[src/rtl/spicmd_pkg.sv]
package spicmd_pkg;
  localparam int BYTE_W = 8;
  localparam int ID_W   = 4;
  localparam int MEM_AW = 2 * BYTE_W;
  localparam int WORD_W = 2 * BYTE_W;
  localparam int N_CH   = 3;
  localparam int CH_W   = 2;

  localparam logic [ID_W-1:0] BCAST_ID = '1;

  localparam logic [1:0] SEL_CFG   = 2'd0;
  localparam logic [1:0] SEL_CRC   = 2'd1;
  localparam logic [1:0] SEL_FRAME = 2'd2;

  localparam int CFG_RST    = 0;
  localparam int CFG_X2     = 1;
  localparam int CFG_RUN    = 2;
  localparam int CFG_STRIG  = 3;
  localparam int CFG_AUXSEL = 4;
  localparam int CFG_MASK   = 5;

  typedef struct packed {
    logic            wr;
    logic [ID_W-1:0] board;
    logic            mem;
    logic [1:0]      sel;
  } cmd_t;

  typedef enum logic [2:0] {
    ST_CMD, ST_REGDATA, ST_ADRLO, ST_ADRHI, ST_WHI, ST_WLO, ST_SKIP
  } dec_state_t;
endpackage

[src/rtl/spicmd_bit_sync.sv]
module spicmd_bit_sync #(
  parameter int   STAGES  = 2,
  parameter logic RST_VAL = 1'b0
) (
  input  logic clk,
  input  logic rst_n,
  input  logic d_i,
  output logic q_o
);
  logic [STAGES-1:0] chain;
  always_ff @(posedge clk) begin
    if (!rst_n) chain <= {STAGES{RST_VAL}};
    else        chain <= {chain[STAGES-2:0], d_i};
  end
  assign q_o = chain[STAGES-1];
endmodule

[src/rtl/spicmd_front.sv]
module spicmd_front import spicmd_pkg::*; #(
  parameter int SYNC_STAGES = 2
) (
  input  logic              clk,
  input  logic              rst_n,
  input  logic              sck_i,
  input  logic              cs_n_i,
  input  logic              mosi_i,
  output logic              fall_o,
  output logic              cs_rise_o,
  output logic              byte_v_o,
  output logic [BYTE_W-1:0] byte_o
);
  localparam int CNT_W = $clog2(BYTE_W);

  logic sck_s, cs_s, mosi_s, sck_d, cs_d, rise;
  logic [CNT_W-1:0]  bit_cnt;
  logic [BYTE_W-1:0] shreg;

  spicmd_bit_sync #(.STAGES(SYNC_STAGES), .RST_VAL(1'b0)) u_sync_sck
    (.clk(clk), .rst_n(rst_n), .d_i(sck_i), .q_o(sck_s));
  spicmd_bit_sync #(.STAGES(SYNC_STAGES), .RST_VAL(1'b1)) u_sync_cs
    (.clk(clk), .rst_n(rst_n), .d_i(cs_n_i), .q_o(cs_s));
  spicmd_bit_sync #(.STAGES(SYNC_STAGES), .RST_VAL(1'b0)) u_sync_mosi
    (.clk(clk), .rst_n(rst_n), .d_i(mosi_i), .q_o(mosi_s));

  always_ff @(posedge clk) begin
    if (!rst_n) begin
      sck_d <= 1'b0;
      cs_d  <= 1'b1;
    end else begin
      sck_d <= sck_s;
      cs_d  <= cs_s;
    end
  end

  assign rise      = sck_s & ~sck_d & ~cs_s;
  assign fall_o    = ~sck_s & sck_d & ~cs_s;
  assign cs_rise_o = cs_s & ~cs_d;

  always_ff @(posedge clk) begin
    if (!rst_n) begin
      bit_cnt  <= '0;
      shreg    <= '0;
      byte_v_o <= 1'b0;
      byte_o   <= '0;
    end else begin
      byte_v_o <= 1'b0;
      if (cs_s) begin
        bit_cnt <= '0;
      end else if (rise) begin
        shreg   <= {shreg[BYTE_W-2:0], mosi_s};
        bit_cnt <= bit_cnt + 1'b1;
        if (bit_cnt == CNT_W'(BYTE_W - 1)) begin
          byte_v_o <= 1'b1;
          byte_o   <= {shreg[BYTE_W-2:0], mosi_s};
        end
      end
    end
  end

  // with chip select high no byte can complete
  assert_no_byte_cs_high_R10: assert property (@(posedge clk) disable iff (!rst_n)
    cs_rise_o |=> !byte_v_o);
endmodule

[src/rtl/spicmd_decoder.sv]
module spicmd_decoder import spicmd_pkg::*; (
  input  logic              clk,
  input  logic              rst_n,
  input  logic [ID_W-1:0]   board_id_i,
  input  logic              byte_v_i,
  input  logic [BYTE_W-1:0] byte_i,
  input  logic              cs_rise_i,
  output logic              reg_we_o,
  output logic [1:0]        reg_adr_o,
  output logic [BYTE_W-1:0] reg_wdata_o,
  output logic              rd_req_o,
  output logic [1:0]        rd_adr_o,
  output logic              mem_valid_o,
  output logic [CH_W-1:0]   mem_ch_o,
  output logic [MEM_AW-1:0] mem_addr_o,
  output logic [WORD_W-1:0] mem_data_o
);
  dec_state_t        state;
  cmd_t              cmd;
  logic              hit_own, hit_any, ch_ok;
  logic [CH_W-1:0]   ch_q;
  logic [MEM_AW-1:0] addr_q;
  logic [BYTE_W-1:0] hi_q;

  assign cmd     = cmd_t'(byte_i);
  assign hit_own = (cmd.board == board_id_i);
  assign hit_any = hit_own || (cmd.board == BCAST_ID);
  assign ch_ok   = (32'(cmd.sel) < N_CH);

  always_ff @(posedge clk) begin
    if (!rst_n) begin
      state       <= ST_CMD;
      reg_we_o    <= 1'b0;
      reg_adr_o   <= '0;
      reg_wdata_o <= '0;
      rd_req_o    <= 1'b0;
      rd_adr_o    <= '0;
      mem_valid_o <= 1'b0;
      mem_ch_o    <= '0;
      mem_addr_o  <= '0;
      mem_data_o  <= '0;
      ch_q        <= '0;
      addr_q      <= '0;
      hi_q        <= '0;
    end else begin
      reg_we_o    <= 1'b0;
      rd_req_o    <= 1'b0;
      mem_valid_o <= 1'b0;
      if (cs_rise_i) begin
        state <= ST_CMD;
      end else if (byte_v_i) begin
        unique case (state)
          ST_CMD: begin
            if (!hit_any) begin
              state <= ST_SKIP;
            end else if (cmd.mem) begin
              if (cmd.wr && ch_ok) begin
                ch_q  <= CH_W'(cmd.sel);
                state <= ST_ADRLO;
              end else begin
                state <= ST_SKIP;
              end
            end else if (cmd.wr) begin
              reg_adr_o <= cmd.sel;
              state     <= ST_REGDATA;
            end else begin
              if (hit_own) begin
                rd_req_o <= 1'b1;
                rd_adr_o <= cmd.sel;
              end
              state <= ST_SKIP;
            end
          end
          ST_REGDATA: begin
            reg_we_o    <= 1'b1;
            reg_wdata_o <= byte_i;
            state       <= ST_SKIP;
          end
          ST_ADRLO: begin
            addr_q[BYTE_W-1:0] <= byte_i;
            state              <= ST_ADRHI;
          end
          ST_ADRHI: begin
            addr_q[MEM_AW-1:BYTE_W] <= byte_i;
            state                   <= ST_WHI;
          end
          ST_WHI: begin
            hi_q  <= byte_i;
            state <= ST_WLO;
          end
          ST_WLO: begin
            mem_valid_o <= 1'b1;
            mem_ch_o    <= ch_q;
            mem_addr_o  <= addr_q;
            mem_data_o  <= {hi_q, byte_i};
            addr_q      <= addr_q + 1'b1;
            state       <= ST_WHI;
          end
          default: state <= ST_SKIP;
        endcase
      end
    end
  end

  // chip select rising always restarts at the command byte
  assert_restart_on_cs_R10: assert property (@(posedge clk) disable iff (!rst_n)
    cs_rise_i |=> state == ST_CMD);
  // strobed channel is always a real memory
  assert_valid_channel_R9: assert property (@(posedge clk) disable iff (!rst_n)
    mem_valid_o |-> 32'(mem_ch_o) < N_CH);
  // write strobe never lasts two cycles
  assert_single_strobe_R12: assert property (@(posedge clk) disable iff (!rst_n)
    mem_valid_o |=> !mem_valid_o);
  // a read request follows only a completed byte
  assert_read_after_byte_R4: assert property (@(posedge clk) disable iff (!rst_n)
    rd_req_o |-> $past(byte_v_i));
endmodule

[src/rtl/spicmd_regs.sv]
module spicmd_regs import spicmd_pkg::*; (
  input  logic              clk,
  input  logic              rst_n,
  input  logic              we_i,
  input  logic [1:0]        adr_i,
  input  logic [BYTE_W-1:0] wdata_i,
  input  logic [1:0]        rd_adr_i,
  output logic [BYTE_W-1:0] rd_data_o,
  input  logic              ext_trig_i,
  input  logic [N_CH-1:0]   dac_act_i,
  input  logic              miso_i,
  output logic              trig_o,
  output logic              run_en_o,
  output logic              clk2x_o,
  output logic              board_rst_o,
  output logic              aux_o,
  output logic [BYTE_W-1:0] frame_o,
  output logic [BYTE_W-1:0] crc_o
);
  logic [BYTE_W-1:0] cfg_q, crc_q, frame_q;

  always_ff @(posedge clk) begin
    if (!rst_n) begin
      cfg_q   <= '0;
      crc_q   <= '0;
      frame_q <= '0;
    end else begin
      if (cfg_q[CFG_RST]) cfg_q[CFG_RST] <= 1'b0;
      if (we_i) begin
        unique case (adr_i)
          SEL_CFG:   cfg_q   <= wdata_i;
          SEL_CRC:   crc_q   <= wdata_i;
          SEL_FRAME: frame_q <= wdata_i;
          default:   ;
        endcase
      end
    end
  end

  always_comb begin
    unique case (rd_adr_i)
      SEL_CFG:   rd_data_o = cfg_q;
      SEL_CRC:   rd_data_o = crc_q;
      SEL_FRAME: rd_data_o = frame_q;
      default:   rd_data_o = '0;
    endcase
  end

  assign trig_o      = cfg_q[CFG_STRIG] | ext_trig_i;
  assign run_en_o    = cfg_q[CFG_RUN];
  assign clk2x_o     = cfg_q[CFG_X2];
  assign board_rst_o = cfg_q[CFG_RST];
  assign aux_o       = cfg_q[CFG_AUXSEL] ? miso_i
                                         : |(dac_act_i & cfg_q[CFG_MASK +: N_CH]);
  assign frame_o     = frame_q;
  assign crc_o       = crc_q;

  // the reset bit clears itself one cycle after it is set
  assert_rst_autoclear_R6: assert property (@(posedge clk) disable iff (!rst_n)
    board_rst_o |=> !board_rst_o);
  // a configuration write with bit 0 set produces the pulse
  assert_rst_from_write_R6: assert property (@(posedge clk) disable iff (!rst_n)
    (we_i && adr_i == SEL_CFG && wdata_i[CFG_RST]) |=> board_rst_o);
  // frame register changes only through a write strobe
  assert_frame_hold_R3: assert property (@(posedge clk) disable iff (!rst_n)
    !we_i |=> $stable(frame_o));
endmodule

[src/rtl/spicmd_miso_tx.sv]
module spicmd_miso_tx import spicmd_pkg::*; (
  input  logic              clk,
  input  logic              rst_n,
  input  logic              fall_i,
  input  logic              cs_rise_i,
  input  logic              load_i,
  input  logic [BYTE_W-1:0] load_data_i,
  output logic              miso_o,
  output logic              oe_o
);
  logic              pend;
  logic [BYTE_W-1:0] buf_q, sh;

  always_ff @(posedge clk) begin
    if (!rst_n) begin
      pend  <= 1'b0;
      buf_q <= '0;
      sh    <= '0;
      oe_o  <= 1'b0;
    end else if (cs_rise_i) begin
      pend <= 1'b0;
      oe_o <= 1'b0;
    end else begin
      if (fall_i) begin
        if (pend) begin
          sh   <= buf_q;
          oe_o <= 1'b1;
          pend <= 1'b0;
        end else if (oe_o) begin
          sh <= {sh[BYTE_W-2:0], 1'b0};
        end
      end
      if (load_i) begin
        pend  <= 1'b1;
        buf_q <= load_data_i;
      end
    end
  end

  assign miso_o = oe_o & sh[BYTE_W-1];

  // chip select rising releases MISO
  assert_release_on_cs_R4: assert property (@(posedge clk) disable iff (!rst_n)
    cs_rise_i |=> !oe_o);
  // the enable rises only on a falling SCK edge
  assert_oe_on_fall_R4: assert property (@(posedge clk) disable iff (!rst_n)
    $rose(oe_o) |-> $past(fall_i));
endmodule

[src/rtl/spi_stack_decoder.sv]
module spi_stack_decoder import spicmd_pkg::*; #(
  parameter int SYNC_STAGES = 2
) (
  input  logic        clk,
  input  logic        rst_n,
  input  logic [3:0]  board_id_i,
  input  logic        spi_sck_i,
  input  logic        spi_cs_n_i,
  input  logic        spi_mosi_i,
  output logic        spi_miso_o,
  output logic        spi_miso_oe_o,
  input  logic        ext_trig_i,
  input  logic [2:0]  dac_act_i,
  output logic        trig_o,
  output logic        run_en_o,
  output logic        clk2x_o,
  output logic        board_rst_o,
  output logic        aux_o,
  output logic [7:0]  frame_o,
  output logic [7:0]  crc_o,
  output logic        wr_valid_o,
  output logic [1:0]  wr_chan_o,
  output logic [15:0] wr_addr_o,
  output logic [15:0] wr_data_o
);
  logic              fall, cs_rise, byte_v;
  logic [BYTE_W-1:0] byte_d, reg_wdata, rd_data;
  logic              reg_we, rd_req;
  logic [1:0]        reg_adr, rd_adr;

  spicmd_front #(.SYNC_STAGES(SYNC_STAGES)) u_front (
    .clk(clk), .rst_n(rst_n),
    .sck_i(spi_sck_i), .cs_n_i(spi_cs_n_i), .mosi_i(spi_mosi_i),
    .fall_o(fall), .cs_rise_o(cs_rise), .byte_v_o(byte_v), .byte_o(byte_d));

  spicmd_decoder u_dec (
    .clk(clk), .rst_n(rst_n), .board_id_i(board_id_i),
    .byte_v_i(byte_v), .byte_i(byte_d), .cs_rise_i(cs_rise),
    .reg_we_o(reg_we), .reg_adr_o(reg_adr), .reg_wdata_o(reg_wdata),
    .rd_req_o(rd_req), .rd_adr_o(rd_adr),
    .mem_valid_o(wr_valid_o), .mem_ch_o(wr_chan_o),
    .mem_addr_o(wr_addr_o), .mem_data_o(wr_data_o));

  spicmd_regs u_regs (
    .clk(clk), .rst_n(rst_n),
    .we_i(reg_we), .adr_i(reg_adr), .wdata_i(reg_wdata),
    .rd_adr_i(rd_adr), .rd_data_o(rd_data),
    .ext_trig_i(ext_trig_i), .dac_act_i(dac_act_i), .miso_i(spi_miso_o),
    .trig_o(trig_o), .run_en_o(run_en_o), .clk2x_o(clk2x_o),
    .board_rst_o(board_rst_o), .aux_o(aux_o),
    .frame_o(frame_o), .crc_o(crc_o));

  spicmd_miso_tx u_miso (
    .clk(clk), .rst_n(rst_n),
    .fall_i(fall), .cs_rise_i(cs_rise),
    .load_i(rd_req), .load_data_i(rd_data),
    .miso_o(spi_miso_o), .oe_o(spi_miso_oe_o));

  // no strobe while chip select is idle high at the pins
  assert_no_strobe_idle_R12: assert property (@(posedge clk) disable iff (!rst_n)
    (spi_cs_n_i && $past(spi_cs_n_i) && $past(spi_cs_n_i, 2) && $past(spi_cs_n_i, 3)
     && $past(spi_cs_n_i, 4)) |-> !wr_valid_o);
endmodule

[config.mk]
export PLATFORM = sky130hd
export DESIGN_NAME = spi_stack_decoder
export DESIGN_NICKNAME = d
export VERILOG_FILES = /design/src/rtl/spicmd_pkg.sv /design/src/rtl/spicmd_bit_sync.sv /design/src/rtl/spicmd_front.sv /design/src/rtl/spicmd_decoder.sv /design/src/rtl/spicmd_regs.sv /design/src/rtl/spicmd_miso_tx.sv /design/src/rtl/spi_stack_decoder.sv
export SDC_FILE = /design/constraint.sdc
export NUM_CORES = 1
export LEC_CHECK = 0
export ABC_AREA = 1
export BUFFER_PORTS_ARGS = -buffer_cell sky130_fd_sc_hd__buf_2
export CORE_MARGIN = 2
export CORE_UTILIZATION = 40
export DETAILED_ROUTE_END_ITERATION = 7
export GPL_TIMING_DRIVEN = 1
export MAX_ROUTING_LAYER = met4
export PLACE_DENSITY = 0.57
export SLEW_MARGIN = 10
export SYNTH_ARGS = -nofsm -noshare
export SYNTH_HDL_FRONTEND = slang
export SYNTH_SLANG_ARGS = --single-unit
[constraint.sdc]
create_clock -name clk -period 1.6 [get_ports clk]
set_input_delay 0.48 -clock clk [delete_from_list [all_inputs] [get_ports clk]]
set_output_delay 0.48 -clock clk [all_outputs]
set_load 0.02 [all_outputs]
==> results.md, run 1 <==
* Clock Sink Count at 147
* List of cells traversed by the critical path: nand2_2, a32oi_2, buf_4
* Async set-or-reset flop fraction in the synthesized netlist at 0%
* Mapped cell area at 6070 um^2
* Setup Skew at 0.00800 ns
* Combinational share of power at 1.9%
* Buf+Inv Stages, Crit Path at 1
* Num ports at 71
* Final Hold Viols at 0
* End point of the critical path: aux_o
* Setup total negative slack at -0.0661 ns
* Clk Latency, worst-skew pair at 0.43 ns
* Library cell occupying the most area in the post-synthesis netlist: dfxtp_1
* Final wirelength at 14,900 um
* Vert. Die Dim at 127 um
* Clock Path Buffers at 2
* Fraction of power spent switching nets at 20.4%
* Area taken by multi-input logic gates at 2600 um^2
* Largest fanout of any net on the critical path at 3
* Pin count of the biggest net entering global routing at 101
* Biggest registers after layout: u_dec.addr_q (16), u_dec.mem_addr_o (16), u_dec.mem_data_o (16)
* Final critical delay including setup and external delays at 1.67 ns
* Setup slack of the most critical reg-to-reg path at 0.13 ns
* Type of element capturing the critical path: output port
* Total die area at 16,200 um^2
* Number of optimization iterations in the first detailed-route pass at 5
* Area delta synth->final at 21.7%
* DRC marker count from the first detailed-route iteration at 301
* Slew HR at 73.3%
* Row Count at 45
* Worst-case setup slack after placement at 0.0455 ns
* TritonCTS clock tree: yes
* Total leakage power at 3.33 nW
* Total number of H-tree levels at 4
* Core region area at 15,000 um^2
* Kind of start point of the critical path: flop
* Required arrival time at the worst endpoint at 1.12 ns
* Share of the core filled with cells at 49.1%
* Number of cells traversed by the worst register-to-register path at 8
* Nets at 918
* Part of the Yosys area used for sequential elements at 48.5%
* Worst setup path class: flop to output port
* Portion of synthesized cell area occupied by the leading cell type at 48.5%
* Synth Warn # at 0
* Most area-consuming cells after synthesis: dfxtp_1 48%, nand2_1 8.6%, o21ai_0 8.2%
* Total congestion overflow at 0
* Total power at 0.00785 W
* Number of failing setup endpoints in the final timing report at 1
* Highest attainable clock frequency at 0.600 GHz
* Wire length of the first global-routing pass at 25,100 um
* Final non-filler cell total at 1,103
* Hold Path Class: input pin to flop
* Filler Cells Inserted at 1,547
* Part of the power in the clock network at 51.3%
* Buffer cell driving the clock tree root: clkbuf_16
* Register bit count reported by yosys at 147
* Largest incremental delay on the critical path at 0.35 ns
* Number of pins exceeding their max-slew limit in the final report at 0
* Remaining DRCs at 0
* Number of distinct library cells after synthesis at 34
* # placed instances at 1,070
* Power density over the cells at 1060 nW/um^2
* EDFF count, synth at 0
* Critical hold path startpoint: spi_sck_i
* Post-Synthesis Net Count at 835
* Result of the run: finished, violations left
* Largest delay contributor family on the critical path: flip-flops
* Initial antenna violation count at 0
* Overall track demand over capacity in global routing at 20.2%
* Antenna fix cells at 0
* Fraction of layout cells with a size suffix above 1 at 19.7%
* Violated checks: negative setup slack
* Post-Synthesis Mean Instance Area at 7.41 um^2
* Die width at 127 um
* Commonest cells post-synth: 147 x dfxtp_1, 139 x nand2_1, 110 x nor2_1
* Transition time at the pin with the least slew margin at 0.401 ns
* Flip-flop cell with the highest count after synthesis: dfxtp_1
* Clock edge transition at the registers on the reported setup and hold paths at 0.05 ns
* Number of vias after detailed routing at 5,417
* Sequential Area at 2960 um^2
* Vias per cell at 4.91
* Highest ir drop seen on vdd at 0.000708 V
* P_int at 0.00625 W
* Startpoint of the worst register-to-register path: u_dec.addr_q[1]
* Final WS setup at -0.0661 ns
* Max-cap check violation count at 0
* Final estimated routing congestion in global placement at 0.825
* Critical path startpoint: u_regs.cfg_q[7]
* WL per Instance at 13.5 um
* Post-Syn Instances at 819
* Arr. time, crit path at 1.19 ns
* Total CTS buffers at 17
* CP max-delay cell: dfxtp_2
* Final Cycle Share at 104%
* Switching power at 0.00160 W
* Half-perimeter wire length of the detailed placement result at 10,400 um
* Remaining number of nets flagged by the antenna check after routing at 0
* Initial cell density of the core at 40.4%
* Power share of the sequential group at 46.8%
* Count of buffers from port buffering at 70
* Worst reg2reg path endpoint: u_dec.addr_q[12]
* Hold-fix buffer count after cts at 0
* Most common cell in the synthesized netlist: dfxtp_1
* RSZ-0062 raised after global routing: yes
* Path length in cells of the critical path at 3
* Number of global-route vias before repair at 4,972
## through the flow
step | instance area (um^2) | hold slack [ns]
finish | 7380 | 0.236
global route | 7380 | 0.232
CTS | 7350 | 0.223
detailed placement | 6730 | 0.396
global placement | 6730 | 0.393
floorplan | 6070 | 0.390
## repair_timing
item / 4_1_cts / 5_1_grt
setup endpoints to repair: 2 / 29
gates resized for setup: 11 / 14
pin swaps: 2 / 2
buffers inserted: 1 / 0
## worst min-delay path by stage
stage | to | depth (start not counted)
detailed placement | u_front.u_sync_sck.chain[1] | 2
global placement | u_front.u_sync_sck.chain[1] | 2
CTS | u_front.u_sync_sck.chain[0] | 3
global route | u_front.u_sync_cs.chain[0] | 2
floorplan | u_front.u_sync_mosi.chain[1] | 2
finish | u_front.u_sync_sck.chain[0] | 3
## power by group through the flow
stage	Sequential [W]	Clock, W	Combinational (W)
CTS	0.00367	0.00409	0.000152
finish	0.00367	0.00403	0.000151
global route	0.00367	0.00427	0.000172
global placement	0.00376	0	0.000149
floorplan	0.00375	0	0.0000934
detailed placement	0.00376	0	0.000150
## cell type report
class	count	share of cell area (%)
inverters	96	4.95
clock inverters	9	1.75
clock buffers	23	6.34
flip-flops and latches	147	40.0
well taps	188	3.19
repair buffers	99	8.49
multi-input cells	541	35.3
## routing by layer
| metal | up-vias | wire length, um | GRT usage, % |
|---|---|---|---|
| met5 | - | 0 | - |
| met4 | 0 | 206 | 6.40 |
| met3 | 17 | 544 | 4.73 |
| met2 | 84 | 6610 | 29.4 |
| met1 | 2465 | 7570 | 27.8 |
| li1 | 2851 | - | - |
## kinds of logic after synthesis
kind of cell               after synthesis  synth area share, %
DFF                                    147                 48.5
adders and majority gates                3                0.618
xor gates and xnor gates                 1                0.144
and+or+nand+nor                        294                 20.8
buffers and inverters                  131                 9.11
AOI/OAI and AO/OA                      243                 20.8
## tightest hold or removal path, delay by kind of cell
family                 cells  cell delay, ns
buffers and inverters      2            0.11
and+or+nand+nor            1            0.04
## layout by cell type (no fill, tap or decap), types with 12 or more instances in the layout
| cell type | synthesis | routed |
|---|---|---|
| o21ai_0 | 99 | 99 |
| dfxtp_1 | 147 | 136 |
| inv_1 | 84 | 82 |
| a21oi_1 | 92 | 92 |
| buf_4 | 4 | 26 |
| nand3_1 | 19 | 19 |
| buf_2 | 9 | 68 |
| nor2_1 | 110 | 108 |
| nand2_1 | 139 | 135 |
| clkbuf_16 | 0 | 17 |
| inv_2 | 10 | 12 |
| o21ai_1 | 29 | 29 |
Note: power is estimated with default switching activity, not from simulation.
==> inputs of run 2 (changes only) <==
--- a/config.mk
+++ b/config.mk
@@ -7,12 +7,14 @@
 export LEC_CHECK = 0
 export ABC_AREA = 1
 export BUFFER_PORTS_ARGS = -buffer_cell sky130_fd_sc_hd__buf_2
+export CELL_PAD_IN_SITES_DETAIL_PLACEMENT = 0
+export CELL_PAD_IN_SITES_GLOBAL_PLACEMENT = 1
 export CORE_MARGIN = 2
 export CORE_UTILIZATION = 40
 export DETAILED_ROUTE_END_ITERATION = 7
 export GPL_TIMING_DRIVEN = 1
 export MAX_ROUTING_LAYER = met4
-export PLACE_DENSITY = 0.57
+export PLACE_DENSITY_LB_ADDON = 0.1
 export SLEW_MARGIN = 10
 export SYNTH_ARGS = -nofsm -noshare
 export SYNTH_HDL_FRONTEND = slang
==> results.md, run 2 (synthesis results as in run 1) <==
* Number of global-route vias before repair at 4,993 (was 4,972)
* Share of the core filled with cells at 49.0% (was 49.1%)
* Number of cells traversed by the worst register-to-register path at 8 (unchanged)
* Fraction of power spent switching nets at 21.2% (was 20.4%)
* Total congestion overflow at 0 (unchanged)
* Total leakage power at 3.36 nW (was 3.33 nW)
* Vert. Die Dim at 127 um (unchanged)
* Worst reg2reg path endpoint: u_dec.addr_q[10] (was u_dec.addr_q[12])
* Leading cell type in the layout, fill and taps excluded: nand2_1 (was dfxtp_1)
* Final WS setup at -0.0395 ns (was -0.0661 ns)
* Switching power at 0.00163 W (was 0.00160 W)
* WL per Instance at 14.1 um (was 13.5 um)
* Biggest registers after layout: u_dec.addr_q (16), u_dec.mem_addr_o (16), u_dec.mem_data_o (16) (unchanged)
* Final wirelength at 15,600 um (was 14,900 um)
* Total die area at 16,200 um^2 (unchanged)
* Dpl cell area at 6690 um^2 (was 6730 um^2)
* Num ports at 71 (unchanged)
* Highest attainable clock frequency at 0.610 GHz (was 0.600 GHz)
* CP max-delay cell: dfxtp_4 (was dfxtp_2)
* P_int at 0.00605 W (was 0.00625 W)
* Core region area at 15,000 um^2 (unchanged)
* Fraction of layout cells with a size suffix above 1 at 20.2% (was 19.7%)
* Slew HR at 74.8% (was 73.3%)
* Remaining number of nets flagged by the antenna check after routing at 0 (unchanged)
* Die width at 127 um (unchanged)
* Worst setup path class: flop to output port (unchanged)
* Clock Path Buffers at 2 (unchanged)
* Most frequent cells in the layout: 136 x nand2_1, 135 x dfxtp_1, 107 x nor2_1 (was 136 x dfxtp_1, 135 x nand2_1, 108 x nor2_1)
* Type of element capturing the critical path: output port (unchanged)
* Result of the run: finished, violations left (unchanged)
* Hold path endpoint: u_front.u_sync_cs.chain[0] (was u_front.u_sync_sck.chain[0])
* Hold Path Class: input pin to flop (unchanged)
* Power share of the sequential group at 47.8% (was 46.8%)
* # placed instances at 1,068 (was 1,070)
* Final non-filler cell total at 1,105 (was 1,103)
* DRC marker count from the first detailed-route iteration at 351 (was 301)
* Number of pins exceeding their max-slew limit in the final report at 0 (unchanged)
* Number of optimization iterations in the first detailed-route pass at 4 (was 5)
* Final estimated routing congestion in global placement at 0.847 (was 0.825)
* Clock edge transition at the registers on the reported setup and hold paths at 0.06 ns (was 0.05 ns)
* Startpoint of the worst register-to-register path: u_dec.addr_q[0] (was u_dec.addr_q[1])
* Largest fanout of any net on the critical path at 2 (was 3)
* TritonCTS clock tree: yes (unchanged)
* Setup slack of the most critical reg-to-reg path at 0.13 ns (about the same)
* Buffer cell driving the clock tree root: clkbuf_16 (unchanged)
* Clk Latency, worst-skew pair at 0.42 ns (was 0.43 ns)
* Area delta synth->final at 21.3% (was 21.7%)
* Initial cell density of the core at 40.4% (unchanged)
* RSZ-0062 raised after global routing: yes (unchanged)
* Total power at 0.00768 W (was 0.00785 W)
* Half-perimeter wire length of the detailed placement result at 11,100 um (was 10,400 um)
* Total number of H-tree levels at 4 (unchanged)
* Setup total negative slack at -0.0395 ns (was -0.0661 ns)
* Overall track demand over capacity in global routing at 20.5% (was 20.2%)
* Count of buffers from port buffering at 70 (unchanged)
* Transition time at the pin with the least slew margin at 0.378 ns (was 0.401 ns)
* Number of cells traversed by the worst hold path at 2 (was 3)
* Kind of start point of the critical path: flop (unchanged)
* Final critical delay including setup and external delays at 1.64 ns (was 1.67 ns)
* Setup Skew at 0.00849 ns (was 0.00800 ns)
* Max-cap check violation count at 0 (unchanged)
* Combinational share of power at 1.9% (about the same)
* Critical hold path startpoint: spi_cs_n_i (was spi_sck_i)
* Remaining DRCs at 0 (unchanged)
* Largest incremental delay on the critical path at 0.36 ns (was 0.35 ns)
* Highest ir drop seen on vdd at 0.000724 V (was 0.000708 V)
* Part of the power in the clock network at 50.2% (was 51.3%)
* Row Count at 45 (unchanged)
* Summed area of non-filler cells in the final layout at 7360 um^2 (was 7380 um^2)
* Wire length of the first global-routing pass at 25,400 um (was 25,100 um)
* Power density over the cells at 1040 nW/um^2 (was 1060 nW/um^2)
* Nets at 920 (was 918)
* Vias per cell at 4.98 (was 4.91)
* Final Hold Viols at 0 (unchanged)
* Final Cycle Share at 102% (was 104%)
* Clock Sink Count at 147 (unchanged)
* Antenna fix cells at 0 (unchanged)
* Hold-fix buffer count after cts at 0 (unchanged)
* Number of failing setup endpoints in the final timing report at 1 (unchanged)
* Number of vias after detailed routing at 5,504 (was 5,417)
* Required arrival time at the worst endpoint at 1.12 ns (about the same)
* Pin count of the biggest net entering global routing at 101 (unchanged)
* Initial antenna violation count at 0 (unchanged)
* Arr. time, crit path at 1.16 ns (was 1.19 ns)
* Total CTS buffers at 17 (unchanged)
* List of cells traversed by the critical path: nand2_4, a32oi_1, buf_4 (was nand2_2, a32oi_2, buf_4)
* Violated checks: negative setup slack (unchanged)
## run 2: changes by cell type in the layout (fill, tap and decap cells not counted), moves of 2 or more
| cell | change |
|---|---|
| buf_4 | +4 |
| clkbuf_1 | -3 |
| clkinv_2 | +3 |
| clkinv_4 | +3 |
| buf_12 | -2 |
| clkinvlp_4 | -2 |
| nand2_2 | -2 |
## run 2: routing by layer
metal / global-route usage (%) / routed length, um
met5: - / 0
met3: 5.07 / 590
met4: 7.37 / 252
met2: 30.0 / 6960
met1: 27.6 / 7790
## run 2: power groups by stage
stage                     registers (W)  logic [W]  clock network, W
after detailed placement        0.00376   0.000146                 0
after global placement          0.00376   0.000145                 0
after floorplan                 0.00375  0.0000934                 0
after CTS                       0.00367   0.000149           0.00395
after global routing            0.00367   0.000169           0.00412
final                           0.00367   0.000150           0.00386
## run 2: metrics by stage
stage	setup slack (ns)	hold slack, ns
finish	-0.0395	0.241
global route	-0.0946	0.222
CTS	-0.0720	0.224
global placement	0.0718	0.396
detailed placement	0.000937	0.401
floorplan	0.169	0.390
## run 2: layout make-up
class | count | area [um^2]
clock buffer | 19 | 443
clock inverter | 13 | 134
fill | 1473 | 7670
inverter | 96 | 370
multi-input combinational | 541 | 2610
sequential | 147 | 2960
tap | 188 | 235
timing repair buffer | 101 | 617
## run 2: repair_timing
item / 4_1_cts / 5_1_grt
gates cloned: 0 / 0
endpoints found under the setup margin: 7 / 35
setup buffers: 3 / 2
pin swaps: 2 / 6
gates resized for setup: 14 / 15
## run 2: worst max-delay path by stage
stage	start	endpoint
after floorplan	dac_act_i[1]	aux_o
after global placement	u_dec.state[0]	u_dec.mem_addr_o[4]
after detailed placement	u_dec.state[0]	u_dec.mem_addr_o[10]
after CTS	u_miso.oe_o	aux_o
after global routing	u_miso.sh[7]	aux_o
final	u_miso.oe_o	aux_o
## run 2: critical path, delay by kind of cell, from the launching register on
family / cells / cell delay (ns)
flip-flops: 1 / 0.36
buffers and inverters: 1 / 0.16
AO/OA/AOI/OAI: 1 / 0.15
AND/OR/NAND/NOR: 1 / 0.07
==> inputs of run 3 (changes only) <==
--- a/config.mk
+++ b/config.mk
@@ -10,7 +10,7 @@
 export CELL_PAD_IN_SITES_DETAIL_PLACEMENT = 0
 export CELL_PAD_IN_SITES_GLOBAL_PLACEMENT = 1
 export CORE_MARGIN = 2
-export CORE_UTILIZATION = 40
+export CORE_UTILIZATION = 30
 export DETAILED_ROUTE_END_ITERATION = 7
 export GPL_TIMING_DRIVEN = 1
 export MAX_ROUTING_LAYER = met4
==> constraint.sdc (replaced) <==
create_clock -name clk -period 1.7 [get_ports clk]
set_input_delay 0.51 -clock clk [delete_from_list [all_inputs] [get_ports clk]]
set_output_delay 0.51 -clock clk [all_outputs]
set_load 0.02 [all_outputs]
==> results.md, run 3 (synthesis results as in run 1) <==
* Total CTS buffers at 17 (unchanged)
* Initial antenna violation count at 0 (unchanged)
* Remaining DRCs at 0 (unchanged)
* Hold Worst Slack at 0.269 ns (was 0.241 ns)
* Half-perimeter wire length of the detailed placement result at 12,200 um (was 11,100 um)
* Number of global-route vias before repair at 5,224 (was 4,993)
* Count of buffers from port buffering at 70 (unchanged)
* Largest fanout of any net on the critical path at 2 (unchanged)
* WL per Instance at 14.3 um (was 14.1 um)
* Number of failing setup endpoints in the final timing report at 0 (was 1)
* Result of the run: completed (was finished, violations left)
* Final wirelength at 16,900 um (was 15,600 um)
* Antenna fix cells at 0 (unchanged)
* Final WS setup at 0.0395 ns (was -0.0395 ns)
* Area delta synth->final at 23.1% (was 21.3%)
* Number of optimization iterations in the first detailed-route pass at 4 (unchanged)
* Kind of start point of the critical path: flop (unchanged)
* Initial cell density of the core at 30.3% (was 40.4%)
* Pin count of the biggest net entering global routing at 46 (was 101)
* Buffer cell driving the clock tree root: clkbuf_16 (unchanged)
* Type of element capturing the critical path: output port (unchanged)
* Final Hold Viols at 0 (unchanged)
* P_int at 0.00571 W (was 0.00605 W)
* Wire length of the first global-routing pass at 27,600 um (was 25,400 um)
* Vert. Die Dim at 146 um (was 127 um)
* Final Cycle Share at 97.7%
* Die width at 146 um (was 127 um)
* Total number of H-tree levels at 4 (unchanged)
* Worst-case setup slack after placement at 0.111 ns (was 0.000937 ns)
* Slew HR at 73.7% (was 74.8%)
* Part of the power in the clock network at 51.4% (was 50.2%)
* Most frequent cells in the layout: 138 x nand2_1, 137 x dfxtp_1, 109 x nor2_1 (was 136 x nand2_1, 135 x dfxtp_1, 107 x nor2_1)
* Hold-fix buffer count after cts at 0 (unchanged)
* Arr. time, crit path at 1.15 ns (was 1.16 ns)
* Number of vias after detailed routing at 5,441 (was 5,504)
* Fraction of layout cells with a size suffix above 1 at 19.3% (was 20.2%)
* Combinational share of power at 2.0% (was 1.9%)
* Clock Sink Count at 147 (unchanged)
* Highest attainable clock frequency at 0.602 GHz
* Core region area at 20,000 um^2 (was 15,000 um^2)
* Biggest registers after layout: u_dec.addr_q (16), u_dec.mem_addr_o (16), u_dec.mem_data_o (16) (unchanged)
* Nets at 919 (was 920)
* Worst setup path class: flop to output port (unchanged)
* Total die area at 21,400 um^2 (was 16,200 um^2)
* Hold Path Class: input pin to flop (unchanged)
* Overall track demand over capacity in global routing at 16.7% (was 20.5%)
* Clock Path Buffers at 2 (unchanged)
* Final critical delay including setup and external delays at 1.66 ns
* Clk Latency, worst-skew pair at 0.42 ns (about the same)
* Transition time at the pin with the least slew margin at 0.394 ns (was 0.378 ns)
* Total congestion overflow at 0 (unchanged)
* Power share of the sequential group at 46.6% (was 47.8%)
* Number of pins exceeding their max-slew limit in the final report at 0 (unchanged)
* Total leakage power at 3.34 nW (was 3.36 nW)
* Highest ir drop seen on vdd at 0.000624 V (was 0.000724 V)
* DRC marker count from the first detailed-route iteration at 230 (was 351)
* Clock edge transition at the registers on the reported setup and hold paths at 0.07 ns (was 0.06 ns)
* Leading cell type in the layout, fill and taps excluded: nand2_1 (unchanged)
* Row Count at 52 (was 45)
* Remaining number of nets flagged by the antenna check after routing at 0 (unchanged)
* RSZ-0062 raised after global routing: yes (unchanged)
* Switching power at 0.00170 W (was 0.00163 W)
* TritonCTS clock tree: yes (unchanged)
* Final estimated routing congestion in global placement at 0.803 (was 0.847)
* Num ports at 71 (unchanged)
* Setup Skew at 0.00968 ns (was 0.00849 ns)
* Required arrival time at the worst endpoint at 1.19 ns (was 1.12 ns)
* Power density over the cells at 992 nW/um^2 (was 1040 nW/um^2)
* Max-cap check violation count at 0 (unchanged)
* Filler Cells Inserted at 2,209 (was 1,473)
* Vias per cell at 4.59 (was 4.98)
* Fraction of power spent switching nets at 23.0% (was 21.2%)
-- run 3: cell types whose count changed in the layout (fill, tap and decap cells not counted), moves of 3 or more --
cell | previous run | this run
clkinv_2 | 6 | 0
clkinv_4 | 4 | 1
clkinvlp_4 | 0 | 5
inv_6 | 1 | 5
nand2_2 | 5 | 2
-- run 3: per-stage QoR --
| step | util [%] | power (W) | instances | TNS, ns | cell area [um^2] |
|---|---|---|---|---|---|
| 2_1_floorplan | - | 0.00362 | 819 | 0 | 6070 |
| 3_3_place_gp | 33.9 | 0.00368 | 1150 | 0 | 6800 |
| 3_5_place_dp | 33.9 | 0.00368 | 1150 | 0 | 6800 |
| 4_1_cts | 37.2 | 0.00754 | 1186 | -0.0103 | 7450 |
| 5_1_grt | 37.3 | 0.00773 | 1186 | -0.0556 | 7470 |
| 6_report | 37.3 | 0.00742 | 1186 | 0 | 7470 |
-- run 3: routing by layer --
| metal | up-vias | GRT usage [%] | wire (um) |
|---|---|---|---|
| li1 | 2835 | - | - |
| met1 | 2509 | 22.9 | 8720 |
| met2 | 87 | 25.1 | 7480 |
| met3 | 10 | 3.81 | 562 |
| met4 | 0 | 4.13 | 143 |
| met5 | - | - | 0 |
-- run 3: critical path, cell delays in order, from the launching register on --
cell and delay (ns):
dfxtp_2 0.34, nand2_1 0.05, a32oi_1 0.18, buf_4 0.17
-- run 3: path summary, 6_finish.rpt --
path | from | to | slack [ns] | depth (start not counted)
min | spi_mosi_i | u_front.u_sync_mosi.chain[0] | 0.27 | 3
max | u_regs.cfg_q[7] | aux_o | 0.04 | 3
min reg2reg | u_front.u_sync_sck.chain[0] | u_front.u_sync_sck.chain[1] | 0.41 | 2
max reg2reg | u_dec.addr_q[1] | u_dec.addr_q[12] | 0.15 | 8
-- run 3: repair_timing --
action,in CTS,in global routing
pin swaps,1,0
setup endpoints to repair,2,6
endpoints found under the hold margin,0,0
gates resized for setup,11,8
setup buffers,4,0
-- run 3: final cells by class --
cell class / instances / area (um^2) / area share, %
clock buffer: 17 / 425 / 5.69
clock inverter: 15 / 173 / 2.31
inverter: 96 / 365 / 4.89
multi-input combinational: 541 / 2590 / 34.7
sequential: 147 / 2960 / 39.5
tap: 270 / 338 / 4.52
timing repair buffer: 100 / 622 / 8.32
-- run 3: power groups by stage --
stage / combinational [W] / sequential (W) / clock (W)
6_report: 0.000145 / 0.00346 / 0.00382
5_1_grt: 0.000164 / 0.00346 / 0.00411
4_1_cts: 0.000146 / 0.00346 / 0.00394
3_5_place_dp: 0.000144 / 0.00354 / 0
3_3_place_gp: 0.000144 / 0.00354 / 0
2_1_floorplan: 0.0000879 / 0.00353 / 0
